File: src/rtl/cmtx_pkg.sv
// Shared types and helpers for the command frame Manchester encoder.
// Assumes: the chip value is derived from the frame bit and the bit half.
package cmtx_pkg;
    typedef enum logic {PH_FIRST = 1'b0, PH_SECOND = 1'b1} half_e;

    // Manchester coding: a 1 goes high then low, a 0 goes low then high
    function automatic logic line_chip(input logic bit_v, input half_e ph);
        return bit_v ^ (ph == PH_SECOND);
    endfunction

    // Signed level for a chip: +1 for 1, -1 for 0
    function automatic logic signed [1:0] chip_level(input logic chip);
        return chip ? 2'sb01 : 2'sb11;
    endfunction
endpackage

File: src/rtl/cmtx_frame_builder.sv
// Assembles header, data and stop bits into one frame vector, MSB first.
// Assumes: the header is constant and every stop bit is 1.
module cmtx_frame_builder #(
    parameter int HDR_W = 4,
    parameter int DAT_W = 8,
    parameter int STP_W = 2,
    parameter logic [HDR_W-1:0] HDR_PAT = '1,
    localparam int FRAME_W = HDR_W + DAT_W + STP_W
) (
    input  logic [DAT_W-1:0]   data_i,
    output logic [FRAME_W-1:0] frame_o
);
    logic [STP_W-1:0] stop_bits;

    // Stop field, one generated bit per stop position
    for (genvar g = 0; g < STP_W; g++) begin : g_stop
        assign stop_bits[g] = 1'b1;
    end

    // Frame concatenation: header sits in the top bits so it leaves first
    assign frame_o = {HDR_PAT, data_i, stop_bits};
endmodule

File: src/rtl/cmtx_chip_timer.sv
// Counts the cycles of each chip and flags the first and last cycle.
// Assumes: load_i and run_i are never high in the same cycle.
module cmtx_chip_timer #(
    parameter int CNT_W = 16
) (
    input  logic             clk,
    input  logic             rst_n,
    input  logic             load_i,
    input  logic [CNT_W-1:0] len_i,
    input  logic             run_i,
    output logic             first_o,
    output logic             last_o
);
    logic [CNT_W-1:0] len_q;
    logic [CNT_W-1:0] cnt_q;

    // Latch the chip length at frame start, forcing 0 up to 1
    always_ff @(posedge clk) begin
        if (!rst_n)      len_q <= CNT_W'(1);
        else if (load_i) len_q <= (len_i == '0) ? CNT_W'(1) : len_i;
    end

    // Cycle counter inside a chip, cleared at load and at chip end
    always_ff @(posedge clk) begin
        if (!rst_n)      cnt_q <= '0;
        else if (load_i) cnt_q <= '0;
        else if (run_i)  cnt_q <= last_o ? '0 : cnt_q + CNT_W'(1);
    end

    // Chip boundary flags
    always_comb begin
        first_o = run_i && (cnt_q == '0);
        last_o  = run_i && (cnt_q == len_q - CNT_W'(1));
    end
endmodule

File: src/rtl/cmtx_sequencer.sv
// Walks the frame bit by bit and half by half, and owns busy and done.
// Assumes: chip_last_i marks the final cycle of the current chip.
module cmtx_sequencer
    import cmtx_pkg::*;
#(
    parameter int FRAME_W = 14,
    localparam int IDX_W = (FRAME_W > 1) ? $clog2(FRAME_W) : 1
) (
    input  logic               clk,
    input  logic               rst_n,
    input  logic               start_i,
    input  logic [FRAME_W-1:0] frame_i,
    input  logic               chip_last_i,
    output logic               accept_o,
    output logic               busy_o,
    output logic               done_o,
    output logic               bit_o,
    output half_e              phase_o
);
    logic [FRAME_W-1:0] shreg_q;
    logic [IDX_W-1:0]   idx_q;
    logic               bit_end;
    logic               frame_end;

    // Boundary decode for the current bit and the whole frame
    always_comb begin
        accept_o  = start_i && !busy_o;
        bit_end   = busy_o && chip_last_i && (phase_o == PH_SECOND);
        frame_end = bit_end && (idx_q == IDX_W'(FRAME_W - 1));
    end

    // Busy and done flags
    always_ff @(posedge clk) begin
        if (!rst_n) begin
            busy_o <= 1'b0;
            done_o <= 1'b0;
        end else begin
            done_o <= frame_end;
            if (accept_o)       busy_o <= 1'b1;
            else if (frame_end) busy_o <= 1'b0;
        end
    end

    // Shift register and bit index: the MSB is always the current bit
    always_ff @(posedge clk) begin
        if (!rst_n) begin
            shreg_q <= '0;
            idx_q   <= '0;
        end else if (accept_o) begin
            shreg_q <= frame_i;
            idx_q   <= '0;
        end else if (bit_end && !frame_end) begin
            shreg_q <= shreg_q << 1;
            idx_q   <= idx_q + IDX_W'(1);
        end
    end

    // Half-bit phase toggles at each chip end
    always_ff @(posedge clk) begin
        if (!rst_n)                       phase_o <= PH_FIRST;
        else if (accept_o)                phase_o <= PH_FIRST;
        else if (busy_o && chip_last_i)   phase_o <= (phase_o == PH_FIRST) ? PH_SECOND : PH_FIRST;
    end

    assign bit_o = shreg_q[FRAME_W-1];
endmodule

File: src/rtl/cmd_manchester_tx.sv
// Top: frames a command word and sends it as Manchester chips.
// Assumes: a chip length of 0 means 1. A start while busy is dropped.
module cmd_manchester_tx
    import cmtx_pkg::*;
#(
    parameter int HDR_W = 4,
    parameter int DAT_W = 8,
    parameter int STP_W = 2,
    parameter logic [HDR_W-1:0] HDR_PAT = 4'b1101,
    parameter int CNT_W = 16
) (
    input  logic                    clk,
    input  logic                    rst_n,
    input  logic                    start_i,
    input  logic [DAT_W-1:0]        data_i,
    input  logic [CNT_W-1:0]        chip_len_i,
    output logic                    chip_o,
    output logic                    chip_stb_o,
    output logic signed [1:0]       level_o,
    output logic                    busy_o,
    output logic                    done_o
);
    localparam int FRAME_W = HDR_W + DAT_W + STP_W;

    logic [FRAME_W-1:0] frame;
    logic               accept;
    logic               chip_first;
    logic               chip_last;
    logic               cur_bit;
    half_e              phase;

    cmtx_frame_builder #(
        .HDR_W(HDR_W), .DAT_W(DAT_W), .STP_W(STP_W), .HDR_PAT(HDR_PAT)
    ) u_build (
        .data_i (data_i),
        .frame_o(frame)
    );

    cmtx_chip_timer #(.CNT_W(CNT_W)) u_timer (
        .clk    (clk),
        .rst_n  (rst_n),
        .load_i (accept),
        .len_i  (chip_len_i),
        .run_i  (busy_o),
        .first_o(chip_first),
        .last_o (chip_last)
    );

    cmtx_sequencer #(.FRAME_W(FRAME_W)) u_seq (
        .clk        (clk),
        .rst_n      (rst_n),
        .start_i    (start_i),
        .frame_i    (frame),
        .chip_last_i(chip_last),
        .accept_o   (accept),
        .busy_o     (busy_o),
        .done_o     (done_o),
        .bit_o      (cur_bit),
        .phase_o    (phase)
    );

    // Output coding: chip, chip strobe and signed level, quiet when idle
    always_comb begin
        chip_o     = busy_o ? line_chip(cur_bit, phase) : 1'b0;
        chip_stb_o = chip_first;
        level_o    = busy_o ? chip_level(chip_o) : 2'sb00;
    end
endmodule

File: config.mk
export PLATFORM = sky130hd
export DESIGN_NAME = cmd_manchester_tx
export DESIGN_NICKNAME = d
export VERILOG_FILES = /design/src/rtl/cmtx_pkg.sv /design/src/rtl/cmtx_frame_builder.sv /design/src/rtl/cmtx_chip_timer.sv /design/src/rtl/cmtx_sequencer.sv /design/src/rtl/cmd_manchester_tx.sv
export SDC_FILE = /design/constraint.sdc
export NUM_CORES = 1
export LEC_CHECK = 0
export BUFFER_PORTS_ARGS = -buffer_cell sky130_fd_sc_hd__buf_2
export CELL_PAD_IN_SITES_DETAIL_PLACEMENT = 0
export CELL_PAD_IN_SITES_GLOBAL_PLACEMENT = 1
export CORE_ASPECT_RATIO = 1.75
export CORE_UTILIZATION = 47
export CTS_CLUSTER_DIAMETER = 100
export CTS_CLUSTER_SIZE = 40
export DETAILED_ROUTE_END_ITERATION = 6
export PLACE_DENSITY = 0.81
export REMOVE_ABC_BUFFERS = 1
export SETUP_SLACK_MARGIN = 0.05
export SLEW_MARGIN = 20
export SYNTH_ARGS = -nofsm -noshare
export SYNTH_HDL_FRONTEND = slang
export SYNTH_SLANG_ARGS = --single-unit
File: constraint.sdc
create_clock -name clk -period 5.4 [get_ports clk]
set_input_delay 1.08 -clock clk [delete_from_list [all_inputs] [get_ports clk]]
set_output_delay 1.08 -clock clk [all_outputs]
set_load 0.02 [all_outputs]
==> results of run 1 <==
## worst max-delay path, cell delays in order (launching register included)
cell and delay [ns]:
dfxtp_1 0.38, inv_1 0.08, ha_1 0.33, or3b_1 0.49
or4_1 0.50, a32oi_1 0.20, mux2i_1 0.22, or4b_1 0.91
or3b_1 0.45, and3_1 0.18
## where the power goes
| part | leakage (nW) | total, mW | switching [mW] | internal, mW |
|---|---|---|---|---|
| clock | 0.0585 | 0.281 | 0.130 | 0.151 |
| combinational | 0.804 | 0.125 | 0.0714 | 0.0539 |
| sequential | 0.433 | 0.426 | 0.0192 | 0.406 |
| total | 1.30 | 0.832 | 0.220 | 0.612 |
## layout by cell type, fill, tap and decap left out, drive strengths merged, types with 3 or more instances in the layout
cell    netlist  layout
and3          7       7
a21boi       16      16
nor3b         3       3
nand2        53      53
o211ai        5       5
or4           7       7
a211oi        8       8
nand3        11      11
clkbuf       23       7
nor3         17      17
xnor2        13      13
inv          10      10
nor4         12      12
nand4         6       6
a21oi         9       9
and4          3       3
o211a         5       5
dfxtp        53      53
o21ai         9       9
ha            5       5
xor2         24      24
nor4b         4       4
buf           6      36
nor2         30      30
## flip-flops by register name, summed over array words and instances (netlist names)
| name | cells |
|---|---|
| u_timer.cnt_q | 16 |
| u_timer.len_q | 16 |
| u_seq.shreg_q | 14 |
| u_seq.idx_q | 4 |
| u_seq.busy_o | 1 |
| u_seq.done_o | 1 |
| u_seq.phase_o | 1 |
## logic make-up (layout without fill, tap and decap cells)
logic type      Yosys count  in the layout  share of synthesized area
compound gates           72             72                      0.178
xor+xnor                 37             37                      0.109
fa+ha+maj                 5              5                     0.0210
buf+inv                  39             54                     0.0543
flops                    53             53                      0.357
mux                       2              2                    0.00673
simple gates            163            163                      0.274
## stage by stage
| step | total power, mW | util | cell area, µm² |
|---|---|---|---|
| after floorplan | 0.515 | - | 2850 |
| after global placement | 0.560 | 0.512 | 3140 |
| after detailed placement | 0.560 | 0.512 | 3140 |
| after CTS | 0.841 | 0.531 | 3260 |
| after global routing | 0.872 | 0.531 | 3260 |
| final | 0.832 | 0.531 | 3260 |
## worst min-delay path by stage
stage	startpoint	to	slack, ns	depth (start not counted)
5_1_grt	u_seq.idx_q[1]	u_seq.idx_q[1]	0.52	2
2_1_floorplan	u_timer.len_q[15]	u_timer.len_q[15]	0.46	2
4_1_cts	u_timer.len_q[15]	u_timer.len_q[15]	0.49	2
3_5_place_dp	u_timer.len_q[15]	u_timer.len_q[15]	0.48	2
3_3_place_gp	u_seq.idx_q[1]	u_seq.idx_q[1]	0.47	2
6_report	u_timer.len_q[15]	u_timer.len_q[15]	0.49	2
## metal layers
metal	vias to the layer above	GRT usage	part of all wire
met5	-	0	0
met4	0	0.128	0.039
met3	17	0.0436	0.024
met2	49	0.403	0.51
met1	1208	0.265	0.43
li1	1346	-	-
## area by class of cell
cell class              instances  area, µm²  area share
clock buffers                   7       86.3      0.0265
clock inverters                 1       30.0     0.00921
inverters                      10       37.5      0.0115
multi-input cells             279       1750       0.538
flip-flops and latches         53       1060       0.326
well taps                      80        100      0.0307
repair buffers                 36        190      0.0583
==> impl.org, run 1 <==
** Yosys
- Number of synthesized flops with an enable pin :: 0
- Distinct cell type count after synthesis :: between 50 and 60
- Cell types with the largest area share after synthesis :: dfxtp_1 (36%), xor2_1 (7.1%), nand2_1 (6.7%)
- Most common library cells after synthesis :: dfxtp_1 (53), nand2_1 (53), nor2_1 (30)
- For this run, the number of Yosys warnings is 0.
- Synth Instances :: roughly 370
- Count of state elements after synthesis :: between 50 and 60
- Of all cell types, the one taking the most synthesized area is dfxtp_1.
- In the synthesized netlist the dominant register cell turns out to be dfxtp_1.
- The average instance in the mapped netlist occupies 8.02 µm².
- Synth top area share :: 0.357
- Sequential area share after synthesis :: 0.357
- The cell area that synthesis handed to floorplanning was approximately 0.003 mm².
- Asr flop ratio synth :: 0

** Clock network
- CTS root buffer :: clkbuf_8
- Setup Buffers After CTS :: 0
- Clock insertion delay at the later pin of the skew report :: a little over 0.3 ns
- Num CTS Buffers :: 5
- Hold repair after CTS inserted 0 buffers.
- Clock H-tree levels :: 2
- Clock Sink Count :: 53
- After clock tree synthesis, the clock-pin slew on the worst setup and hold paths is 0.10 ns.
- Once the clock tree was built, the resizer swapped 0 gates to a different size.
- TritonCTS clock tree :: yes
- Maximum buffer depth of the clock tree :: 2

** Outcome
- Status :: finished, final reports clean

** Worst setup path
- The critical path ends at u_seq.shreg_q[2].
- The endpoint identified for the worst register-to-register timing path is u_seq.shreg_q[2].
- R2R setup slack :: roughly 1.5 ns
- Crit end category :: flip-flop
- Launching element of the worst setup path :: u_timer.len_q[0]
- Register-to-Register Path Depth :: 9
- Launch point of the worst reg-to-reg path :: u_timer.len_q[0]
- Category of the critical setup timing path :: reg2reg
- Of all nets on the critical path, the largest fanout is 19.
- The worst setup path is launched from a flip-flop.
- For the worst setup path, the data required time is between 5 and 6 ns.
- Data arrives at the worst endpoint at 4.06 ns.

** Cells and area
- The filler cells instantiated in the layout total between 600 and 700.
- Synthesis-to-finish area growth :: 9.59%
- Number of diodes added for antenna fixing :: 0
- Net count, final :: around 420
- The finished layout holds approximately 470 standard cells, fillers aside.
- In the final layout, the share of cells above drive strength 1 is 0.122.

** Job
- Across the run, the number of max-cap violations was 0.

** Global route
- Number of antenna violations at the first check in global routing :: 0
- GR Util All Layers :: 0.232
- Number of global-route vias before repair :: 2,574
- Entering global routing, the biggest net connects 35 pins.
- First-pass GRT wire length :: 12,200 µm
- Leftover overflow at the end of global routing :: 0

** Timing
- Setup repair after global routing left no endpoint under its margin.
- The count of final hold-check violations came to 0.
- Final-report setup violation count :: 0
- Max Clock Freq :: 0.260 GHz
- Across all hold checks on the routed design, the worst slack comes to 0.486 ns.
- Period minus WS final :: 3.85 ns
- Worst slew pin tran :: approximately 1.1 ns
- Across the routed clock network, the largest skew measured is around 0.0094 ns.
- Total negative slack for setup checks :: 0 ns
- The worst path meets setup with ~1.5 ns of slack.
- Final max-slew violation count :: 0
- In the finished design, the share of the clock period the worst path needs comes to 0.713.
- Max_slew headroom :: 0.297

** Power and ir drop
- VDD sags by at most 0.203 mV.
- Power spread over the standard cell area amounts to 255 mW/mm².
- Leak pwr :: 1.30 nW

** Floorplan
- Die ar. :: 0.00666 mm²
- The floorplan has 38 rows.
- After floorplanning, the core was sized to cover ~0.0061 mm².
- For this design the top-level I/O count stands at 33.
- Die extent in x :: 62.1 µm
- The die is approximately 110 µm tall.
- Starting density of the core :: 0.485

** Routing
- DRC marker count from the first detailed-route iteration :: ~110
- Via density per instance :: 5.62
- Post-Route WL :: around 7000 µm
- Routed wirelength normalized by instance count :: around 15 µm
- Once detail routing completed, the nets flagged for antenna violations numbered 0.
- Summing over every cut layer, the via total after detailed routing is ~2,600.
- The first TritonRoute pass finished after 4 iterations.
- For this run, design rule violations remaining after detail routing come to 0.

** Placed design
- Routability-driven placement finished with a final weighted congestion of between 0.8 and 0.9.
- Timing analysis after detailed placement gives a worst setup slack of 1.60 ns.
- Detailed placement finished with a half-perimeter wire length of between 5000 and 6000 µm.
- IO Port Bufs :: 32
- The number of placed instances, taps included, is about 460.

** Min path
- The min-delay analysis places its worst path in the category reg2reg.
Note: power is estimated with default switching activity, not from simulation.
==> run 2, diff against run 1 <==
- CORE_UTILIZATION: 47 -> 39
- PLACE_DENSITY: 0.81 -> 0.71
- clock period: 5.4 -> 3.35 ns (I/O delays scaled with it)
==> impl.org, run 2 (synthesis gave the netlist of run 1 again) <==
** Min path
- Tightest Hold Check Type :: reg2reg (unchanged)
- The start point of the worst min-delay path is u_timer.len_q[15] (unchanged).

** Routing
- The starting DRC count in detailed routing was 90 (was 105).
- Via density per instance :: 5.49 (was 5.62)
- Remaining antenna violation count :: 0 (unchanged)
- Detailed-route DRC error count :: 0 (unchanged)
- Routed wirelength normalized by instance count :: 15.5 µm (was 15.0 µm)
- The number of detailed-route iterations in the first pass was 4 (unchanged).
- Post-Route WL :: 7550 µm (was 6970 µm)
- The via count is 2,675 (was 2,620).

** Placed design
- The number of input and output port buffers inserted is 32 (unchanged).
- The standard cell area after detailed placement was 0.00327 mm² (was 0.00314 mm²).
- Hpwl dp :: 5720 µm (was 5160 µm)
- The count of placed standard cells including taps was 480 (was 458).
- The worst slack at placement was 0.139 ns (was 1.60 ns).
- The placer's final routability congestion estimate is 0.894 (was 0.833).

** Clock network
- The TritonCTS sink count was 53 (unchanged).
- The post-CTS resize count was 0 (unchanged).
- The register clock-pin slew on the reported worst setup and hold paths is 0.07 ns (was 0.10 ns).
- The number of H-tree branching levels is 2 (unchanged).
- TritonCTS clock tree :: yes (unchanged)
- The number of hold buffers added after cts came to 0 (unchanged).
- CTS root buffer :: clkbuf_16 (was clkbuf_8)
- Clock insertion delay at the later pin of the skew report :: 0.29 ns (was 0.31 ns)
- The clock tree buffer depth came to 2 (unchanged).
- The total setup buffers inserted after CTS came to 0 (unchanged).
- Num CTS Buffers :: 5 (unchanged)

** Global route
- Number of global-route vias before repair :: 2,557 (was 2,574)
- The remaining global-route overflow is 0 (unchanged).
- GR Util All Layers :: 0.203 (was 0.232)
- Largest net degree at the start of global routing :: 35 (unchanged)
- The global-route wire length before repair came to 12,300 µm (was 12,200 µm).
- The initial antenna violation count was 0 (unchanged).

** Timing
- Final max-slew violation count :: 0 (unchanged)
- The headroom to the max-slew limit came to 0.566 (was 0.297).
- Worst slew pin tran :: 0.645 ns (was 1.05 ns)
- The upper clock frequency limit was 0.320 GHz (was 0.260 GHz).
- The total setup violations reported at the end of the flow is 0 (unchanged).
- The post-layout worst setup margin is 0.225 ns (was 1.55 ns).
- The count of final hold-check violations was 0 (unchanged).
- The worst clock skew was 0.00367 ns (was 0.00943 ns).
- The post-route minimum period was 3.13 ns (was 3.85 ns).
- Total negative slack for setup checks :: 0 ns (unchanged)
- Unrepaired setup endpoints after global routing: false (unchanged).
- Share of the clock period used by the worst path :: 0.933 (was 0.713)

** Power and ir drop
- The largest voltage drop on the vdd net came to 0.325 mV (was 0.203 mV).
- Clock network power share :: 0.386 (was 0.338)
- Power Dens Cells :: 433 mW/mm² (was 255 mW/mm²)
- Sw Ratio :: 0.257 (was 0.265)
- Leak pwr :: 1.40 nW (was 1.30 nW)
- Combinational cell fraction of total power :: 0.156 (was 0.151)
- The net switching power came to 382 µW (was 220 µW).
- The design internal power was 1.11 mW (was 612 µW).
- The sequential cell fraction of total power is 0.458 (was 0.512).

** Floorplan
- Area of the core :: 0.00728 mm² (was 0.00613 mm²)
- The number of top-level design ports came to 33 (unchanged).
- The count of standard-cell rows came to 41 (was 38).
- The die area was 0.00799 mm² (was 0.00666 mm²).
- Die extent in x :: 68.0 µm (was 62.1 µm)
- The y dimension of the die is 118 µm (was 107 µm).
- Starting density of the core :: 0.408 (was 0.485)

** Cells and area
- The layout overhead on the synthesized area was 15.7% (was 9.59%).
- The final cell utilization of the core is 0.472 (was 0.531).
- Fraction of final layout cells sized beyond drive strength 1 :: 0.162 (was 0.122)
- The post-route cell area is 0.00344 mm² (was 0.00326 mm²).
- Finished Layout Cells :: 487 (was 466)
- Leading cell types in the layout, fill and taps excluded: nand2_1 (53), dfxtp_1 (53), buf_2 (32) (unchanged).
- The final layout net count was 433 (was 417).
- The total inserted antenna cells came to 0 (unchanged).
- Largest registers ranked by flip-flop count: u_timer.cnt_q: 16 flops, u_timer.len_q: 16 flops, u_seq.shreg_q: 14 flops (unchanged).

** Worst setup path
- The critical path class is reg2reg (unchanged).
- Arrival @ worst endpoint :: 3.31 ns (was 4.06 ns)
- Crit end category :: flip-flop (unchanged)
- Category of the worst setup path launch point :: flip-flop (unchanged)
- Launching element of the worst setup path :: u_timer.len_q[0] (unchanged)
- The flop-to-flop setup slack is 0.22 ns (was 1.55 ns).
- The capture instance of the worst register-to-register path was u_seq.shreg_q[2] (unchanged).
- Worst Path Required :: 3.54 ns (was 5.61 ns)
- Launch point of the worst reg-to-reg path :: u_timer.len_q[0] (unchanged)
- The depth of the worst register-to-register path was 9 (unchanged).
- The top fanout value on the critical path came to 7 (was 19).
- Destination of the critical timing path :: u_seq.shreg_q[2] (unchanged)

** Job
- The max-capacitance violation count came to 0 (unchanged).

** Outcome
- Status :: finished, final reports clean (unchanged)
[run 2: layout make-up]
cell class | count | area [µm²]
inverters | 10 | 37.5
fillers | 731 | 3840
well taps | 86 | 108
clock inverters | 2 | 35.0
repair buffers | 52 | 310
multi-input cells | 279 | 1760
clock buffers | 5 | 125
flip-flops and latches | 53 | 1060
[run 2: how the worst min path moves through the flow]
stage | to | slack [ns] | cells after the start
after floorplan | u_timer.len_q[15] | 0.46 | 2
after global placement | u_timer.len_q[15] | 0.47 | 2
after detailed placement | u_seq.shreg_q[1] | 0.49 | 1
after CTS | u_timer.len_q[15] | 0.50 | 2
after global routing | u_seq.shreg_q[13] | 0.52 | 1
final | u_timer.len_q[15] | 0.49 | 2
[run 2: layer usage]
layer	global-route usage	routed length, µm	share of wire
met3	0.0417	162	0.021
met1	0.229	3130	0.42
met5	0	0	0
met2	0.354	4050	0.54
met4	0.0794	197	0.026
[run 2: stage by stage]
stage	hold WS, ns	power, mW
global placement	0.472	0.925
global route	0.517	1.55
detailed placement	0.486	0.927
floorplan	0.456	0.830
finish	0.493	1.49
CTS	0.501	1.50
[run 2: power by group through the flow]
stage | clock, mW | combinational, mW | sequential (mW)
floorplan | 0 | 0.136 | 0.694
detailed placement | 0 | 0.231 | 0.696
finish | 0.574 | 0.232 | 0.682
global route | 0.610 | 0.256 | 0.685
CTS | 0.588 | 0.232 | 0.681
global placement | 0 | 0.230 | 0.696
[run 2: worst max-delay path, stage by stage, from the launching register on]
cell and delay [ns]:
dfxtp_1 0.37, inv_1 0.08, ha_1 0.17, or3b_1 0.39, or4_1 0.48, a32oi_1 0.23
mux2i_1 0.14, or4b_4 0.61, or3b_1 0.37, and3_1 0.18
==> run 3, diff against run 2 <==
- MAX_ROUTING_LAYER: unset -> met4
- PLACE_DENSITY: 0.71 -> 0.81
==> impl.org, run 3 (synthesis gave the netlist of run 1 again) <==
** Outcome
- Status :: finished, final reports clean (unchanged)

** Routing
- Remaining antenna violation count :: 0 (unchanged)
- The number of detailed-route iterations in the first pass was 4 (unchanged).
- Detailed-route DRC error count :: 0 (unchanged)
- The starting DRC count in detailed routing is 100 (was 90).
- The routed wire length per instance was 14.6 µm (was 15.5 µm).
- The total wirelength of the detailed-routed design was 7070 µm (was 7550 µm).
- The via count came to 2,699 (was 2,675).
- Via density per instance :: 5.58 (was 5.49)

** Worst setup path
- Top cell family by delay on the critical path :: simple AND/OR/NAND/NOR gates (unchanged)
- Arrival @ worst endpoint :: 3.33 ns (was 3.31 ns)
- The kind of launch point of the worst setup path was a flip-flop (unchanged).
- The total stage count of the critical path came to 9 (unchanged).
- Buffers plus inverters on the worst setup path :: 1 (unchanged)
- The top fanout value on the critical path came to 6 (was 7).
- The depth of the worst register-to-register path is 9 (unchanged).
- Master of the slowest instance on the critical path :: or4b_1 (was or4b_4)
- Cell mode on critical path :: or3b_1 (unchanged)
- Crit end category :: flip-flop (unchanged)
- Cells along the critical path :: inv_1 -> ha_1 -> or3b_1 -> or4_1 -> a32oi_1 -> mux2i_1 -> or4b_1 -> or3b_1 -> and3_1 (was inv_1 -> ha_1 -> or3b_1 -> or4_1 -> a32oi_1 -> mux2i_1 -> or4b_4 -> or3b_1 -> and3_1)
- The required time at the endpoint of the critical path is 3.54 ns (about the same).
- Max stage delay on crit path :: 0.65 ns (was 0.61 ns)
- Category of the critical setup timing path :: reg2reg (unchanged)

** Timing
- The total setup violations reported at the end of the flow was 0 (unchanged).
- Worst-case clock skew :: 0.00669 ns (was 0.00367 ns)
- The upper clock frequency limit came to 0.318 GHz (was 0.320 GHz).
- The fraction of the cycle the final worst path needs was 0.939 (was 0.933).
- Min setup slack post-route :: 0.205 ns (was 0.225 ns)
- The post-route minimum period came to 3.14 ns (was 3.13 ns).
- The number of pins with negative max-slew slack in the final report was 0 (unchanged).
- Max_slew headroom :: 0.591 (was 0.566)
- Unrepaired setup endpoints after global routing :: false (unchanged)
- The actual transition at the worst max-transition pin was 0.607 ns (was 0.645 ns).
- The count of final hold-check violations is 0 (unchanged).

** Placed design
- Hpwl dp :: 5340 µm (was 5720 µm)
- The placer's final routability congestion estimate came to 0.934 (was 0.894).
- Placement-stage worst setup slack :: 0.232 ns (was 0.139 ns)
- The number of input and output port buffers inserted was 32 (unchanged).

** Power and ir drop
- The net switching power was 386 µW (was 382 µW).
- Internal power summed over all cells :: 1.18 mW (was 1.11 mW)
- Leak pwr :: 1.39 nW (was 1.40 nW)
- The power after layout was 1.57 mW (was 1.49 mW).
- The portion of total power attributed to combinational logic came to 0.144 (was 0.156).
- The clock share of power is 0.422 (was 0.386).
- The switching power as a share of total power is 0.246 (was 0.257).
- Worst IR Drop VDD :: 0.377 mV (was 0.325 mV)
- Proportion of power drawn by flip-flops and latches :: 0.434 (was 0.458)
- The total power divided by cell area came to 457 mW/mm² (was 433 mW/mm²).

** Clock network
- Number of buffers inserted by hold repair at cts :: 0 (unchanged)
- The TritonCTS buffer count came to 5 (unchanged).
- Clock H-tree levels :: 2 (unchanged)
- The clock tree from TritonCTS is yes (unchanged).
- The clock latency of the later-clocked register in the worst-skew pair came to 0.30 ns (was 0.29 ns).
- The clock tree buffer depth is 2 (unchanged).
- Clock Pin Slew Worst Setup and Hold Paths :: 0.07 ns (about the same)
- Clock Sink Count :: 53 (unchanged)
- The post-CTS resize count is 0 (unchanged).
- Setup Buffers After CTS :: 0 (unchanged)
- The root buffer cell is clkbuf_16 (unchanged).

** Job
- The max-capacitance violation count was 0 (unchanged).

** Cells and area
- Leading cell types in the layout, fill and taps excluded :: nand2_1 (53), dfxtp_1 (53), buf_2 (32) (unchanged)
- The final cell utilization of the core was 0.471 (was 0.472).
- The area taken by multi-input logic gates is 0.00175 mm² (was 0.00176 mm²).
- Largest registers ranked by flip-flop count :: u_timer.cnt_q: 16 flops, u_timer.len_q: 16 flops, u_seq.shreg_q: 14 flops (unchanged)
- Synthesis-to-finish area growth :: 15.4% (was 15.7%)
- The final layout net count was 429 (was 433).
- The share of layout cells above drive strength 1 is 0.151 (was 0.162).
- Number of fill cells :: 754 (was 731)
- Number of diodes added for antenna fixing :: 0 (unchanged)
- FF/Latch Area :: 0.00106 mm² (unchanged)

** Global route
- The number of global-route vias before repair was 2,581 (was 2,557).
- Leftover overflow at the end of global routing :: 0 (unchanged)
- The largest net degree at the start of global routing came to 35 (unchanged).
- The initial antenna violation count is 0 (unchanged).
- GR Util All Layers :: 0.203 (about the same)
- First-pass GRT wire length :: 12,200 µm (was 12,300 µm)

** Floorplan
- # rows :: 41 (unchanged)
- The initial cell density of the core was 0.408 (unchanged).
- The area of the placeable core was 0.00728 mm² (unchanged).
- The width of the die is 68.0 µm (unchanged).
- The die area was 0.00799 mm² (unchanged).
- The number of top-level design ports is 33 (unchanged).
- The y dimension of the die came to 118 µm (unchanged).

** Min path
- Worst hold stages :: 2 (unchanged)
- Tightest Hold Check Type :: reg2reg (unchanged)
-- run 3: worst paths after layout --
path	slack, ns	to	startpoint
max	0.21	u_seq.shreg_q[2]	u_timer.len_q[1]
min	0.48	u_timer.len_q[15]	u_timer.len_q[15]
max reg2reg	0.21	u_seq.shreg_q[2]	u_timer.len_q[1]
min reg2reg	0.48	u_timer.len_q[15]	u_timer.len_q[15]
-- run 3: metrics by stage --
stage / setup TNS [ns] / cell area (µm²) / hold slack (ns) / cells
5_1_grt: 0 / 3430 / 0.520 / 484
3_3_place_gp: 0 / 3240 / 0.471 / 476
4_1_cts: 0 / 3430 / 0.491 / 484
6_report: 0 / 3430 / 0.482 / 484
3_5_place_dp: 0 / 3240 / 0.481 / 476
2_1_floorplan: -0.565 / 2850 / 0.456 / 342
-- run 3: tightest hold or removal path: stages (launching register included) --
cell	delay, ns
dfxtp_1	0.32
nand2_1	0.05
a21boi_0	0.06
-- run 3: power by group through the flow --
| stage | Combinational (mW) | Sequential, mW | Clock, mW |
|---|---|---|---|
| 2_1_floorplan | 0.136 | 0.694 | 0 |
| 3_3_place_gp | 0.224 | 0.695 | 0 |
| 3_5_place_dp | 0.226 | 0.696 | 0 |
| 4_1_cts | 0.227 | 0.681 | 0.677 |
| 5_1_grt | 0.253 | 0.685 | 0.702 |
| 6_report | 0.225 | 0.681 | 0.663 |
-- run 3: area by class of cell --
cell class | count | area share
multi-input cells | 279 | 0.511
flip-flops and latches | 53 | 0.309
repair buffers | 48 | 0.0817
clock buffers | 5 | 0.0365
well taps | 86 | 0.0314
clock inverters | 3 | 0.0190
inverters | 10 | 0.0109
-- run 3: metal layers --
metal / up-vias / track usage / wire length, µm
li1: 1368 / - / -
met2: 44 / 0.335 / 3740
met3: 11 / 0.0329 / 197
met1: 1276 / 0.233 / 2920
met4: 0 / 0.0859 / 214
met5: - / - / 0
